`config.mk`:
```
export PLATFORM = sky130hd
export DESIGN_NAME = alu_deferred_carry
export DESIGN_NICKNAME = d
export VERILOG_FILES = /design/src/rtl/alu_dc_pkg.sv /design/src/rtl/alu_dc_operands.sv /design/src/rtl/alu_dc_compute.sv /design/src/rtl/alu_dc_side.sv /design/src/rtl/alu_deferred_carry.sv
export SDC_FILE = /design/constraint.sdc
export NUM_CORES = 1
export LEC_CHECK = 0
export BUFFER_PORTS_ARGS = -buffer_cell sky130_fd_sc_hd__buf_2
export CELL_PAD_IN_SITES_DETAIL_PLACEMENT = 1
export CELL_PAD_IN_SITES_GLOBAL_PLACEMENT = 2
export CORE_MARGIN = 5
export CORE_UTILIZATION = 37
export DETAILED_ROUTE_END_ITERATION = 16
export PLACE_DENSITY = 0.75
export SLEW_MARGIN = 10
export SYNTH_ARGS = -nofsm -noshare
export SYNTH_HDL_FRONTEND = slang
export SYNTH_SLANG_ARGS = --single-unit
```
`constraint.sdc`:
```
create_clock -name clk -period 12.5 [get_ports clk]
set_input_delay 0.625 -clock clk [delete_from_list [all_inputs] [get_ports clk]]
set_output_delay 0.625 -clock clk [all_outputs]
set_load 0.01 [all_outputs]
```
`src/rtl/alu_dc_pkg.sv`:
```
package alu_dc_pkg;
  localparam int SRC_W = 4;

  typedef enum logic [SRC_W-1:0] {
    SRC_ADD   = 4'd0,
    SRC_SUB   = 4'd1,
    SRC_AND   = 4'd2,
    SRC_OR    = 4'd3,
    SRC_XOR   = 4'd4,
    SRC_SLL   = 4'd5,
    SRC_SRL   = 4'd6,
    SRC_ROL   = 4'd7,
    SRC_ROR   = 4'd8,
    SRC_MUL   = 4'd9,
    SRC_DIV   = 4'd10,
    SRC_MOD   = 4'd11,
    SRC_CARRY = 4'd12
  } src_e;
endpackage

```
`src/rtl/alu_dc_operands.sv`:
```
module alu_dc_operands #(
  parameter int W     = 8,
  parameter int DST_W = 4,
  parameter logic [DST_W-1:0] DST_A = 4'd1,
  parameter logic [DST_W-1:0] DST_B = 4'd2
) (
  input  logic             clk,
  input  logic             rst_n,
  input  logic             wr_en,
  input  logic [DST_W-1:0] wr_dst,
  input  logic [W-1:0]     wr_data,
  output logic [W-1:0]     a_q,
  output logic [W-1:0]     b_q
);
  logic load_a, load_b;
  assign load_a = wr_en && (wr_dst == DST_A);
  assign load_b = wr_en && (wr_dst == DST_B);

  always_ff @(posedge clk or negedge rst_n) begin
    if (!rst_n) begin
      a_q <= '0;
      b_q <= '0;
    end else begin
      if (load_a) a_q <= wr_data;
      if (load_b) b_q <= wr_data;
    end
  end


  opa_hold_chk: assert property (@(posedge clk) disable iff (!rst_n)
    !(wr_en && wr_dst == DST_A) |=> $stable(a_q));

  opb_hold_chk: assert property (@(posedge clk) disable iff (!rst_n)
    !(wr_en && wr_dst == DST_B) |=> $stable(b_q));
endmodule

```
`src/rtl/alu_dc_compute.sv`:
```
module alu_dc_compute #(
  parameter int W = 8
) (
  input  logic         clk,
  input  logic         rst_n,
  input  logic [W-1:0] a_q,
  input  logic [W-1:0] b_q,
  output logic [W-1:0] add_q,
  output logic         add_c_q,
  output logic [W-1:0] sub_q,
  output logic         sub_b_q,
  output logic [W-1:0] and_q,
  output logic [W-1:0] or_q,
  output logic [W-1:0] xor_q,
  output logic [W-1:0] sll_q,
  output logic [W-1:0] sll_out_q,
  output logic [W-1:0] srl_q,
  output logic [W-1:0] srl_out_q,
  output logic [W-1:0] mul_q,
  output logic [W-1:0] div_q,
  output logic [W-1:0] mod_q
);
  localparam int SH_W = $clog2(W);

  function automatic logic [W:0] f_add(input logic [W-1:0] x, input logic [W-1:0] y);
    return {1'b0, x} + {1'b0, y};
  endfunction

  function automatic logic [W:0] f_sub(input logic [W-1:0] x, input logic [W-1:0] y);
    logic [W:0] d;
    d = {1'b0, x} - {1'b0, y};
    return d;  // top bit set when a borrow occurs
  endfunction

  // {shifted-out, result}
  function automatic logic [2*W-1:0] f_shl(input logic [W-1:0] x, input logic [SH_W-1:0] s);
    return {{W{1'b0}}, x} << s;
  endfunction

  // {result, shifted-out}
  function automatic logic [2*W-1:0] f_shr(input logic [W-1:0] x, input logic [SH_W-1:0] s);
    return {x, {W{1'b0}}} >> s;
  endfunction

  function automatic logic [W-1:0] f_div(input logic [W-1:0] x, input logic [W-1:0] y);
    return (y == '0) ? {W{1'b1}} : x / y;
  endfunction

  function automatic logic [W-1:0] f_mod(input logic [W-1:0] x, input logic [W-1:0] y);
    return (y == '0) ? x : x % y;
  endfunction

  logic [W:0]     add_n, sub_n;
  logic [2*W-1:0] shl_n, shr_n, mul_n;

  always_comb begin
    add_n = f_add(a_q, b_q);
    sub_n = f_sub(a_q, b_q);
    shl_n = f_shl(a_q, b_q[SH_W-1:0]);
    shr_n = f_shr(a_q, b_q[SH_W-1:0]);
    mul_n = {{W{1'b0}}, a_q} * {{W{1'b0}}, b_q};
  end

  always_ff @(posedge clk or negedge rst_n) begin
    if (!rst_n) begin
      add_q <= '0; add_c_q <= 1'b0; sub_q <= '0; sub_b_q <= 1'b0;
      and_q <= '0; or_q <= '0; xor_q <= '0;
      sll_q <= '0; sll_out_q <= '0; srl_q <= '0; srl_out_q <= '0;
      mul_q <= '0; div_q <= '0; mod_q <= '0;
    end else begin
      add_q     <= add_n[W-1:0];
      add_c_q   <= add_n[W];
      sub_q     <= sub_n[W-1:0];
      sub_b_q   <= sub_n[W];
      and_q     <= a_q & b_q;
      or_q      <= a_q | b_q;
      xor_q     <= a_q ^ b_q;
      sll_q     <= shl_n[W-1:0];
      sll_out_q <= shl_n[2*W-1:W];
      srl_q     <= shr_n[2*W-1:W];
      srl_out_q <= shr_n[W-1:0];
      mul_q     <= mul_n[W-1:0];
      div_q     <= f_div(a_q, b_q);
      mod_q     <= f_mod(a_q, b_q);
    end
  end


  div_zero_chk: assert property (@(posedge clk) disable iff (!rst_n)
    (b_q == '0) |=> (div_q == {W{1'b1}}));

  mod_zero_chk: assert property (@(posedge clk) disable iff (!rst_n)
    (b_q == '0) |=> (mod_q == $past(a_q)));

  borrow_chk: assert property (@(posedge clk) disable iff (!rst_n)
    (a_q < b_q) |=> sub_b_q);
endmodule

```
`src/rtl/alu_dc_side.sv`:
```
module alu_dc_side #(
  parameter int W = 8
) (
  input  logic         clk,
  input  logic         rst_n,
  input  logic         cap_add,
  input  logic         cap_sub,
  input  logic         cap_sll,
  input  logic         cap_srl,
  input  logic         add_c,
  input  logic         sub_b,
  input  logic [W-1:0] sll_out,
  input  logic [W-1:0] srl_out,
  output logic         carry_q,
  output logic [W-1:0] rol_q,
  output logic [W-1:0] ror_q
);
  always_ff @(posedge clk or negedge rst_n) begin
    if (!rst_n) begin
      carry_q <= 1'b0;
      rol_q   <= '0;
      ror_q   <= '0;
    end else begin
      if (cap_add)      carry_q <= add_c;
      else if (cap_sub) carry_q <= sub_b;
      if (cap_sll) rol_q <= sll_out;
      if (cap_srl) ror_q <= srl_out;
    end
  end


  carry_hold_chk: assert property (@(posedge clk) disable iff (!rst_n)
    !(cap_add || cap_sub) |=> $stable(carry_q));

  rol_hold_chk: assert property (@(posedge clk) disable iff (!rst_n)
    !cap_sll |=> $stable(rol_q));

  ror_hold_chk: assert property (@(posedge clk) disable iff (!rst_n)
    !cap_srl |=> $stable(ror_q));

  cap_excl_chk: assert property (@(posedge clk) disable iff (!rst_n)
    $countones({cap_add, cap_sub, cap_sll, cap_srl}) <= 1);
endmodule

```
`src/rtl/alu_deferred_carry.sv`:
```
module alu_deferred_carry
  import alu_dc_pkg::*;
#(
  parameter int W     = 8,
  parameter int DST_W = 4,
  parameter logic [DST_W-1:0] DST_A = 4'd1,
  parameter logic [DST_W-1:0] DST_B = 4'd2
) (
  input  logic             clk,
  input  logic             rst_n,
  input  logic             wr_en,
  input  logic [DST_W-1:0] wr_dst,
  input  logic [W-1:0]     wr_data,
  input  logic             rd_en,
  input  logic [SRC_W-1:0] rd_src,
  output logic [W-1:0]     rd_data
);
  logic [W-1:0] a_q, b_q;
  logic [W-1:0] add_q, sub_q, and_q, or_q, xor_q, sll_q, sll_out_q;
  logic [W-1:0] srl_q, srl_out_q, mul_q, div_q, mod_q, rol_q, ror_q;
  logic         add_c_q, sub_b_q, carry_q;
  logic         cap_add, cap_sub, cap_sll, cap_srl;

  assign cap_add = rd_en && (rd_src == SRC_ADD);
  assign cap_sub = rd_en && (rd_src == SRC_SUB);
  assign cap_sll = rd_en && (rd_src == SRC_SLL);
  assign cap_srl = rd_en && (rd_src == SRC_SRL);

  alu_dc_operands #(.W(W), .DST_W(DST_W), .DST_A(DST_A), .DST_B(DST_B)) u_ops (
    .clk(clk), .rst_n(rst_n), .wr_en(wr_en), .wr_dst(wr_dst),
    .wr_data(wr_data), .a_q(a_q), .b_q(b_q));

  alu_dc_compute #(.W(W)) u_calc (
    .clk(clk), .rst_n(rst_n), .a_q(a_q), .b_q(b_q),
    .add_q(add_q), .add_c_q(add_c_q), .sub_q(sub_q), .sub_b_q(sub_b_q),
    .and_q(and_q), .or_q(or_q), .xor_q(xor_q),
    .sll_q(sll_q), .sll_out_q(sll_out_q), .srl_q(srl_q), .srl_out_q(srl_out_q),
    .mul_q(mul_q), .div_q(div_q), .mod_q(mod_q));

  alu_dc_side #(.W(W)) u_side (
    .clk(clk), .rst_n(rst_n),
    .cap_add(cap_add), .cap_sub(cap_sub), .cap_sll(cap_sll), .cap_srl(cap_srl),
    .add_c(add_c_q), .sub_b(sub_b_q), .sll_out(sll_out_q), .srl_out(srl_out_q),
    .carry_q(carry_q), .rol_q(rol_q), .ror_q(ror_q));

  always_comb begin
    case (rd_src)
      SRC_ADD:   rd_data = add_q;
      SRC_SUB:   rd_data = sub_q;
      SRC_AND:   rd_data = and_q;
      SRC_OR:    rd_data = or_q;
      SRC_XOR:   rd_data = xor_q;
      SRC_SLL:   rd_data = sll_q;
      SRC_SRL:   rd_data = srl_q;
      SRC_ROL:   rd_data = rol_q;
      SRC_ROR:   rd_data = ror_q;
      SRC_MUL:   rd_data = mul_q;
      SRC_DIV:   rd_data = div_q;
      SRC_MOD:   rd_data = mod_q;
      SRC_CARRY: rd_data = {{(W-1){1'b0}}, carry_q};
      default:   rd_data = '0;
    endcase
  end


  unused_src_chk: assert property (@(posedge clk) disable iff (!rst_n)
    (rd_src > SRC_CARRY) |-> (rd_data == '0));

  carry_width_chk: assert property (@(posedge clk) disable iff (!rst_n)
    (rd_src == SRC_CARRY) |-> (rd_data[W-1:1] == '0));

  reset_out_chk: assert property (@(posedge clk)
    !rst_n |-> (rd_data == '0));
endmodule

```
# After elaboration in Yosys (flattened, before gate mapping)

Index checks and enable logic that the tools add are counted.

Register bits: 131
Bits of input ports: 20
Output and inout port bits: 8
Word-level logic and storage cells: 57

$add $sub $neg: 2
Multipliers: 1
Div/mod/pow operators: 2
Eq/ne operators: 14
Shifts and indexed selects: 2
Mux-type cells: 5
Bitwise operators: 3
Reductions and logical operators: 9

Operators by type and width:

| operator                                                              | count |
|---|---|
| 8-bit case mux with 13 select lines                                   | 1 |
| 4-bit equality test, second input constant                            | 5 |
| 4-bit by 3-bit equality test with 1-bit output, second input constant | 4 |
| 8-bit 2-to-1 mux                                                      | 2 |
| 8-bit by 3-bit << shifter with 16-bit output                          | 1 |
| 16-bit by 3-bit >> shifter with 16-bit output                         | 1 |
| 4-bit by 2-bit equality test with 1-bit output, second input constant | 3 |
| 8-bit by 8-bit adder with 9-bit output                                | 1 |
| 8-bit by 8-bit subtractor with 9-bit output                           | 1 |
| 8-bit AND                                                             | 1 |
| 8-bit by 8-bit divider with 8-bit output                              | 1 |
| 4-bit by 1-bit equality test with 1-bit output, second input constant | 2 |
| 8-bit zero test                                                       | 1 |
| 8-bit by 8-bit remainder unit with 8-bit output                       | 1 |
| 8-bit by 8-bit multiplier with 8-bit output                           | 1 |
| 8-bit OR                                                              | 1 |
| 8-bit bitwise XOR                                                     | 1 |
| 1-bit logical AND                                                     | 6 |
| 4-bit zero test                                                       | 1 |
| 1-bit 2-to-1 mux                                                      | 2 |
| 2-bit nonzero test                                                    | 1 |

# Depth between registers and ports, before layout

Gate-level depths: netlist (run 1).

Depth after elaboration: 4
Mapped depth: 54
Gate-level depth less buffers: 49

# Cells and area by module

From an unflattened synthesis (run 1), not the netlist that was laid out.

Cell total of the unflattened synthesis: 900
Area total of the unflattened synthesis: 8853.5 µm²

Modules (own cells, without submodules):

| module             | times used | cells an instance | area an instance (µm²) | sequential area each (µm²) |
|---|---|---|---|---|
| alu_dc_compute     | 1          | 677               | 6434.9                 | 2327.2 |
| alu_deferred_carry | 1          | 150               | 1089.8                 | 0.0 |
| alu_dc_side        | 1          | 38                | 706.9                  | 425.4 |
| alu_dc_operands    | 1          | 35                | 621.8                  | 400.4 |

# Worst setup path before layout (run 1)

Ideal clock, no wire load.

Path type: reg-to-reg
Start: register u_ops.b_q[0]
End: register u_calc.mod_q[6]
Setup time: 0.120 ns
Data arrival time: 11.521 ns
Required time: 12.380 ns
Path slack: 0.859 ns
Stages on the path, launching flop included: 53
Buffers on the path: 5
Period minus slack after synthesis: 11.641 ns
Cell sequence: dfrtp_1 clkbuf_1 inv_1 clkbuf_1 ha_1 a41oi_1 o21ai_0 and2_1 ha_1 o21a_1 o2111ai_1 nor3_1 a31o_2 ha_1 a21oi_1 a211oi_4 a221o_2 ha_1 (+17 left out) nor2_1 a21oi_1 ha_1 nor3_1 a211oi_1 o21a_1 nor2_1 or2_2 and2_1 ha_1 o21ai_0 a21oi_1 o21ai_0 nand2b_1 o41ai_1 clkbuf_1 o31ai_1 a31o_2

Word-level cells in the longest chain between the ends: 2
Elaborated cells between the ends (all ways): 3
Classes of those cells: div: 1; mux: 1; reduce/logical: 1

RTL lines:

| item                                                                                      | RTL line              | source |
|---|---|---|
| start, declared                                                                           | alu_dc_operands.sv:13 | `output logic [W-1:0] b_q` |
| start signal, assigned                                                                    | alu_dc_operands.sv:25 | `if (load_b) b_q <= wr_data;` |
| 8-bit by 8-bit remainder unit with 8-bit output / 8-bit zero test (equally long branches) | alu_dc_compute.sv:50  | `return (y == '0) ? x : x % y;` |
| 8-bit 2-to-1 mux *                                                                        | alu_dc_compute.sv:50  |  |
| end signal, assigned                                                                      | alu_dc_compute.sv:84  | `mod_q <= f_mod(a_q, b_q);` |
| end, declared                                                                             | alu_dc_compute.sv:21  | `output logic [W-1:0] mod_q` |

Every way passes the cells marked *; elsewhere a longest branch is shown, timed or not.
A chain may end at the register's enable or synchronous reset.

# Final worst setup path (run 1)

Start: register u_ops.b_q[7]
End: register u_calc.mod_q[1]

The elaborated chain is that of the path after synthesis.

==> results.py, run 1 <==
metrics = {
    "layout": {
        "stdcell_count": 1229,
        "area_delta_synth_final_pct": 13.2,
        "drive_gt1_frac": 0.163,
        "fin_nets": 1047,
        "diodes": 0,
    },
    "routing": {
        "post_drt_wl_per_cell_um": 22.4,
        "wl_mm": 27.6,
        "route.vias.total": 6787,
        "ant_nets": 0,
        "drc": 0,
        "drt_first_pass_iters": 5,
        "drtIter0Drc": 454,
        "vias_per_cell": 5.52,
    },
    "sta": {
        "hold_viol_final": 0,
        "fin_crit_ns": 11.64,
        "period_share": 0.931,
        "skew_ns": 0.0122,
        "tightest_slew_ns": 0.878,
        "setup_viol": 0,
        "max_clock_freq_mhz": 85.9,
        "slew-limit-headroom": 0.412,
        "drv_slew": 0,
    },
    "cts": {
        "numCtsBuffers": 17,
        "postCtsSetupBuffers": 0,
        "cts_tree": "done",
        "cts_hold_buffers": 0,
        "cts_max_level": 4,
        "root_buffer": "clkbuf_16",
        "clock_latency_ns": 0.41,
        "cts_buffer_depth": 2,
        "path_clk_slew_ns": 0.06,
        "cts.sinks": 124,
    },
    "global_route": {
        "antenna_found_initial": 0,
        "grt_first_pass_wirelength_mm": 42.8,
        "grt_usage": 0.215,
        "grt-ovfl-total": 0,
        "grt_max_degree": 67,
        "grt_pass1_vias": 7173,
    },
    "yosys": {
        "yosysSeqAreaShare": 0.366,
        "yosys-top-cells-area": "dfrtp_1 37%, ha_1 12%, mux2_2 5.4%",
        "yosysWarningCount": 0,
        "synth_edf_count": 0,
        "netlist_area_mm2": 0.00849,
        "syn_avg_cell_area_um2": 9.38,
        "syn_inst": 905,
        "yosys.area.top_type": "dfrtp_1",
        "synth_nets": 1020,
        "synthArstFlopShare": 1.00,
        "synth_seq_cells": 124,
        "synth_top_area_frac": 0.366,
        "synth.distinct_cells": 68,
        "synth_flop_cell": "dfrtp_1",
    },
    "setup_path": {
        "r2r-end": "u_calc.mod_q[1]",
        "worst_path_most_repeated_cell": "ha_1",
        "slowest_stage": "or4b_2",
        "rrSetupSlack_ns": 0.86,
        "critical_path_class": "reg2reg",
        "cp.arrival_ns": 11.96,
        "slowest_delay_ns": 0.64,
        "end_kind": "flip-flop",
        "crit_required_ns": 12.83,
        "crit_fanout": 11,
        "r2r_cells": 47,
        "timing.rr.start": "u_ops.b_q[7]",
        "cp-start-kind": "flip-flop",
    },
    "hold_path": {
        "hp-class": "in2async",
    },
    "flow_run": {
        "max_cap_violations": 0,
    },
    "die": {
        "rows": 55,
        "ioPinCount": 28,
        "die_x_um": 161,
        "die_h_um": 161,
        "coreArea_mm2": 0.0226,
        "fp.dieArea_mm2": 0.0261,
        "start_util": 0.375,
    },
    "status": {
        "status": "finished clean",
    },
    "placement": {
        "post-place-cells": 1198,
        "io_buffers": 27,
        "place_congestion": 0.835,
        "dpl.hpwl_mm": 20.2,
    },
}
-- per-layer routing --
metal | vias up | GRT usage | wire [um]
met1 | 3404 | 0.283 | 12900
met5 | - | 0 | 0
met3 | 38 | 0.0301 | 779
met4 | 0 | 0.0620 | 687
met2 | 119 | 0.368 | 13200
li1 | 3226 | - | -
-- cells by family after synthesis --
group | count (synthesis) | share of synthesized area
fa+ha+maj | 95 | 0.153
flops | 124 | 0.366
buf+inv | 108 | 0.0488
mux | 64 | 0.0842
xor+xnor | 42 | 0.0433
compound gates | 216 | 0.165
simple gates | 256 | 0.140
-- worst max path at each step --
stage / startpoint / end / slack, ns / cells past startpoint
floorplan: u_ops.b_q[0] / u_calc.mod_q[6] / 0.86 / 52
global placement: u_ops.b_q[7] / u_calc.mod_q[1] / 0.67 / 45
detailed placement: u_ops.b_q[7] / u_calc.mod_q[1] / 0.23 / 48
CTS: u_ops.b_q[7] / u_calc.mod_q[1] / 0.18 / 48
global route: u_ops.b_q[7] / u_calc.mod_q[1] / -0.01 / 47
finish: u_ops.b_q[7] / u_calc.mod_q[1] / 0.86 / 47
-- cell usage in the layout (no fill, tap or decap), drive strengths merged, types with 5 or more instances in the layout --
cell	instances
nand2b	10
a21o	11
mux2	43
clkbuf	17
a21oi	55
and3	6
fa	15
clkinvlp	5
inv	70
nor2b	13
nand2	65
mux2i	20
a31o	5
o22ai	6
o21ai	56
nand3	13
o21a	10
xor2	9
a21boi	5
or2	6
xnor2	33
a22oi	9
ha	80
nor3b	5
nor2	91
nor3	25
a211oi	8
a31oi	7
buf	51
dfrtp	124
and2	8
-- worst max-delay path, delay by kind of cell (launching register included) --
| family | cells | cell delay (ns) |
|---|---|---|
| AOI/OAI and AO/OA | 23 | 5.22 |
| adders and majority gates | 7 | 2.24 |
| buffers and inverters | 4 | 0.60 |
| DFF | 1 | 0.49 |
| muxes | 2 | 0.67 |
| and+or+nand+nor | 11 | 2.36 |
-- metrics by stage --
stage | TNS (ns) | setup WS (ns) | hold WS [ns] | instance area, um^2 | util
floorplan | 0 | 0.859 | 0.329 | 8490 | -
global placement | 0 | 0.675 | 0.458 | 9000 | 0.398
detailed placement | 0 | 0.230 | 0.465 | 9000 | 0.398
CTS | 0 | 0.184 | 0.321 | 9540 | 0.421
global route | -0.0131 | -0.0131 | 0.358 | 9610 | 0.424
finish | 0 | 0.863 | 0.290 | 9610 | 0.424
-- registers in the layout, summed over array words and instances, names as in the netlist, 8 cells and up --
name	count
u_calc.or_q	8
u_calc.div_q	8
u_calc.srl_q	8
u_calc.mod_q	8
u_ops.b_q	8
u_calc.sll_q	8
u_ops.a_q	8
u_calc.add_q	8
u_calc.and_q	8
-- synthesized netlist by cell type (all sizes together), types with 3 or more instances --
cell / n
a211o: 3
a211oi: 8
a21boi: 5
a21o: 11
a21oi: 55
a221oi: 3
a22o: 3
a22oi: 9
a31o: 5
a31oi: 7
and2: 8
and3: 6
buf: 10
clkbuf: 33
dfrtp: 124
fa: 15
ha: 80
inv: 63
mux2: 43
mux2i: 20
nand2: 65
nand2b: 10
nand3: 13
nor2: 91
nor2b: 13
nor3: 25
nor3b: 5
nor4: 3
o211ai: 3
o21a: 10
o21ai: 56
o21bai: 4
o22ai: 6
o31ai: 4
o41ai: 3
or2: 6
or3: 3
xnor2: 33
xor2: 9
-- final cells by class --
class / instances / area (um^2)
fill: 2615 / 13000
multi-input combinational: 673 / 5050
sequential: 124 / 3100
clock buffer: 17 / 425
tap: 285 / 357
timing repair buffer: 51 / 318
inverter: 65 / 244
clock inverter: 14 / 111
-- repair_timing --
action                                  in CTS  in global routing
resized for setup                            0                 18
endpoints found under the setup margin       0                  9
endpoints found under the hold margin        0                  0
Power of run 1 is left out: the tool's default activity adds up to more than one toggle a clock period on the data nets, which glitch-free logic cannot reach.
==> run 2, diff against run 1 <==
- ABC_AREA: not set -> 1
- CORE_UTILIZATION: 37 -> 35
- CTS_CLUSTER_DIAMETER: not set -> 120
==> run 2 against run 1 <==
  * Area after synthesis decreased by 2.3%
  * Core utilization decreased by 2.5 points
  * Synthesized cell count increased by 10%
  * Critical path depth increased by 16
  * Die area increased by 3.1%
  * Sequential share of layout area increased by 0.89 points
  * First-iteration DRC count decreased by 29%
  * Clock-buffer cell count unchanged
==> results.py, run 2 <==
metrics = {
    "setup_path": {
        "crit_fanout": 19,
        "crit_required_ns": 12.86,
        "worst_path_most_repeated_cell": "nand2_1",
        "end_kind": "flip-flop",
        "slowest_delay_ns": 0.76,
        "cp.arrival_ns": 11.21,
        "cp-start-kind": "flip-flop",
        "rrSetupSlack_ns": 1.66,
        "critical_path_class": "reg2reg",
        "slowest_stage": "dfrtp_1",
    },
    "routing": {
        "ant_nets": 0,
        "drt_first_pass_iters": 5,
        "vias_per_cell": 5.05,
        "route.vias.total": 6844,
        "drc": 0,
        "post_drt_wl_per_cell_um": 19.3,
        "wl_mm": 26.1,
        "drtIter0Drc": 322,
    },
    "global_route": {
        "grt_first_pass_wirelength_mm": 41.3,
        "antenna_found_initial": 0,
        "grt_pass1_vias": 7191,
        "grt_max_degree": 84,
        "grt-ovfl-total": 0,
        "grt_usage": 0.203,
    },
    "die": {
        "die_x_um": 164,
        "ioPinCount": 28,
        "coreArea_mm2": 0.0234,
        "die_h_um": 164,
        "rows": 56,
        "fp.dieArea_mm2": 0.0269,
        "start_util": 0.354,
    },
    "layout": {
        "num-fill-cells": 2853,
        "most-common-layout-cells": "183 x nand2_1, 163 x inv_1, 124 x dfrtp_1",
        "drive_gt1_frac": 0.102,
        "fin_nets": 1138,
        "diodes": 0,
        "final_common_cell": "nand2_1",
        "area_delta_synth_final_pct": 12.8,
        "seq_area_mm2": 0.00310,
        "multi_input_area_mm2": 0.00445,
        "stdcell_area_mm2": 0.00935,
    },
    "cts": {
        "cts_hold_buffers": 0,
        "root_buffer": "clkbuf_16",
        "path_clk_slew_ns": 0.07,
        "cts_resized": 0,
        "cts_buffer_depth": 2,
        "clock_latency_ns": 0.43,
        "cts_max_level": 4,
        "numCtsBuffers": 17,
        "cts_tree": "done",
        "cts.sinks": 124,
        "postCtsSetupBuffers": 0,
    },
    "yosys": {
        "synth_nets": 1115,
        "synth_edf_count": 0,
        "syn_inst": 1000,
        "synth_flop_cell": "dfrtp_1",
        "synth_simple_gate_area_frac": 0.187,
        "synthTopCellsByCount": "183 x nand2_1, 163 x inv_1, 124 x dfrtp_1",
        "yosys-mux-area-fraction": 0.0107,
        "yosysWarningCount": 0,
        "synth_top_family_by_area": "simple AND/OR/NAND/NOR gates",
        "yosysSeqAreaShare": 0.374,
        "synth_top_area_frac": 0.374,
        "synth_xor_area_frac": 0.0486,
        "yosysMostFrequentCell": "nand2_1",
        "synthArstFlopShare": 1.00,
        "synthAdderAreaFrac": 0.157,
        "yosys-top-cells-area": "dfrtp_1 37%, ha_1 12%, nand2_1 8.3%",
        "synth_seq_cells": 124,
        "netlist_area_mm2": 0.00829,
        "yosys.area.top_type": "dfrtp_1",
        "synth-compound-area-share": 0.133,
        "synth.distinct_cells": 50,
        "syn_avg_cell_area_um2": 8.29,
    },
    "status": {
        "status": "finished clean",
    },
    "sta": {
        "fin_crit_ns": 10.84,
        "grt_setup_unrepaired": "false",
        "drv_slew": 0,
        "hold-worst-slack_ns": 0.173,
        "setup_viol": 0,
        "period_share": 0.867,
        "max_clock_freq_mhz": 92.2,
        "hold_viol_final": 0,
        "tightest_slew_ns": 1.04,
        "slew-limit-headroom": 0.304,
        "tns_ns": 0,
        "layout_setup_ws_ns": 1.66,
        "skew_ns": 0.0138,
    },
    "placement": {
        "dp_slack_ns": 1.74,
        "io_buffers": 27,
        "dpl_cell_area_mm2": 0.00876,
        "dpl.hpwl_mm": 20.2,
        "place_congestion": 0.834,
    },
    "flow_run": {
        "max_cap_violations": 0,
    },
    "hold_path": {
        "hp-class": "in2async",
    },
}
## run 2: cell count changes after synthesis, sizes merged, moves of 10 or more
cell	before	now
nand2	65	188
inv	63	167
mux2	43	7
nand3	13	47
xor2	9	34
xnor2	33	12
mux2i	20	1
a221oi	3	21
nor2	91	76
o21ai	56	70
nor2b	13	0
clkbuf	33	23
nand2b	10	0
nor3	25	15
## run 2: logic make-up (layout without fill, tap and decap cells)
logic type | Yosys count | count (layout)
AOI/OAI and AO/OA | 178 | 178
xor gates and xnor gates | 46 | 46
adders and majority gates | 95 | 95
buffers and inverters | 196 | 232
DFF | 124 | 124
muxes | 8 | 8
and+or+nand+nor | 353 | 353
## run 2: worst max-delay path: cells and delay by family (launching register included)
kind	cells	cell delay, ns
AOI/OAI and AO/OA	15	2.17
xor gates and xnor gates	1	0.16
adders and majority gates	8	2.60
buffers and inverters	7	1.26
DFF	1	0.76
and+or+nand+nor	32	3.80
## run 2: area by class of cell
cell class	instances	area share
sequential	124	0.332
multi-input combinational	680	0.475
inverter	168	0.0677
timing repair buffer	32	0.0187
tap	319	0.0427
clock inverter	15	0.0182
clock buffer	17	0.0455
## run 2: through the flow
stage	std cells	utilization
4_1_cts	1355	0.400
5_1_grt	1355	0.400
6_report	1355	0.400
2_1_floorplan	1000	-
3_3_place_gp	1323	0.374
3_5_place_dp	1323	0.374
## run 2: routing by layer
| metal | GRT usage | share of wire | routed length (um) | up-vias |
|---|---|---|---|---|
| met1 | 0.275 | 0.47 | 12300 | 3404 |
| met5 | 0 | 0 | 0 | - |
| met4 | 0.0618 | 0.023 | 594 | 0 |
| met3 | 0.0248 | 0.026 | 678 | 29 |
| li1 | - | - | - | 3296 |
| met2 | 0.341 | 0.48 | 12600 | 115 |
## run 2: worst paths after layout
path	startpoint	endpoint	depth (start not counted)
max in group asynchronous	rst_n	u_calc.div_q[6]	2
worst max register to register	u_ops.b_q[0]	u_calc.mod_q[5]	63
worst max-delay path	u_ops.b_q[0]	u_calc.mod_q[5]	63
worst min register to register	u_calc.sll_out_q[4]	u_side.rol_q[4]	1
worst min-delay path	rst_n	u_calc.sub_q[6]	1
min in group clk	rd_en	u_side.carry_q	2
Power of run 2 is left out for the same reason.
==> run 3, diff against run 2 <==
- GPL_TIMING_DRIVEN: not set -> 0
==> run 3 against run 2 <==
  * Non-clock buffer count grew 23
  * Clock skew is essentially flat
  * Clock-buffer cell count grew 1
  * Critical path depth is the same
  * Global-route usage grew 0.86 points
  * Highest routed layer unchanged
  * Via count grew 0.58%
  * Critical endpoint unchanged
  * Fmax shrank 1.0%
  * Cell area grew 0.70%
  * Core utilization grew 0.28 points
  * Register-to-register slack lost 0.11 ns
==> results.py, run 3 (same netlist as run 2, synthesis figures left out) <==
metrics = {
    "status": {
        "status": "finished clean",
    },
    "setup_path": {
        "end_kind": "flip-flop",
        "crit_path_start": "u_ops.b_q[0]",
        "slowest_stage": "dfrtp_1",
        "cp.arrival_ns": 11.31,
        "crit_required_ns": 12.86,
        "cp_num_buf_inv": 7,
        "cp-start-kind": "flip-flop",
        "critical_path_class": "reg2reg",
        "slowest_delay_ns": 0.63,
        "crit_fanout": 19,
        "cpLargestDelayFamily": "simple AND/OR/NAND/NOR gates",
        "worst_path_most_repeated_cell": "nand2_1",
        "timing.rr.start": "u_ops.b_q[0]",
    },
    "layout": {
        "seq_area_mm2": 0.00310,
        "diodes": 0,
        "most-common-layout-cells": "183 x nand2_1, 163 x inv_1, 124 x dfrtp_1",
        "final_common_cell": "nand2_1",
        "num-fill-cells": 2865,
        "drive_gt1_frac": 0.0973,
        "area_delta_synth_final_pct": 13.6,
        "multi_input_area_mm2": 0.00445,
        "fin_nets": 1161,
    },
    "cts": {
        "cts.sinks": 124,
        "cts_max_level": 4,
        "postCtsSetupBuffers": 0,
        "cts_buffer_depth": 2,
        "root_buffer": "clkbuf_16",
        "clock_latency_ns": 0.44,
        "path_clk_slew_ns": 0.06,
        "numCtsBuffers": 17,
        "cts_resized": 0,
        "cts_tree": "done",
        "cts_hold_buffers": 0,
    },
    "die": {
        "coreArea_mm2": 0.0234,
        "die_x_um": 164,
        "fp.dieArea_mm2": 0.0269,
        "rows": 56,
        "die_h_um": 164,
        "ioPinCount": 28,
        "start_util": 0.354,
    },
    "sta": {
        "period_share": 0.876,
        "tightest_slew_ns": 1.25,
        "skew_ns": 0.0133,
        "grt_setup_unrepaired": "false",
        "setup_viol": 0,
        "max_clock_freq_mhz": 91.3,
        "slew-limit-headroom": 0.164,
        "fin_crit_ns": 10.95,
        "tns_ns": 0,
        "hold_viol_final": 0,
        "drv_slew": 0,
    },
    "flow_run": {
        "max_cap_violations": 0,
    },
    "hold_path": {
        "hp-class": "in2async",
    },
    "placement": {
        "dpl.hpwl_mm": 21.3,
        "io_buffers": 27,
        "place_congestion": 0.877,
    },
    "routing": {
        "route.vias.total": 6884,
        "drc": 0,
        "wl_mm": 26.9,
        "ant_nets": 0,
        "drtIter0Drc": 386,
        "drt_first_pass_iters": 4,
        "vias_per_cell": 5.00,
        "post_drt_wl_per_cell_um": 19.5,
    },
    "global_route": {
        "grt_first_pass_wirelength_mm": 42.4,
        "grt_max_degree": 65,
        "grt_usage": 0.212,
        "grt_pass1_vias": 7354,
        "grt-ovfl-total": 0,
        "antenna_found_initial": 0,
    },
}
## run 3: metrics by stage
stage                     cell area [um^2]   util  std cells  setup WS (ns)  hold slack, ns
after floorplan                       8290      -       1000           3.27           0.329
after global placement                8820  0.377       1346           1.26           0.460
after detailed placement              8860  0.379       1347           1.12           0.463
after CTS                             9420  0.403       1379           1.09           0.174
after global routing                  9420  0.402       1378         0.0802           0.203
final                                 9420  0.402       1378           1.55           0.151
## run 3: worst paths after layout
| path | endpoint | slack (ns) | cells after the start |
|---|---|---|---|
| max in group asynchronous | u_calc.mod_q[5] | 11.62 | 2 |
| hold / removal | u_calc.add_q[7] | 0.15 | 1 |
| setup reg to reg | u_calc.mod_q[5] | 1.55 | 63 |
| hold reg to reg | u_side.ror_q[6] | 0.47 | 1 |
| setup / recovery | u_calc.mod_q[5] | 1.55 | 63 |
| min in group clk | u_side.carry_q | 0.44 | 2 |
## run 3: cell type report
cell class,count,area share
Clock buffer,18,0.0456
Clock inverter,14,0.0142
Buffer,27,0.0110
Inverter,168,0.0672
Tap cell,319,0.0424
Multi-Input combinational cell,680,0.472
Sequential cell,124,0.329
Timing Repair Buffer,28,0.0179
## run 3: layer usage
| layer | global-route usage | vias up | routed length, um |
|---|---|---|---|
| met5 | 0 | - | 0 |
| met4 | 0.0717 | 0 | 741 |
| met3 | 0.0346 | 39 | 1030 |
| met2 | 0.347 | 130 | 12600 |
| met1 | 0.285 | 3355 | 12600 |
| li1 | - | 3360 | - |
Power of run 3 is left out for the same reason.
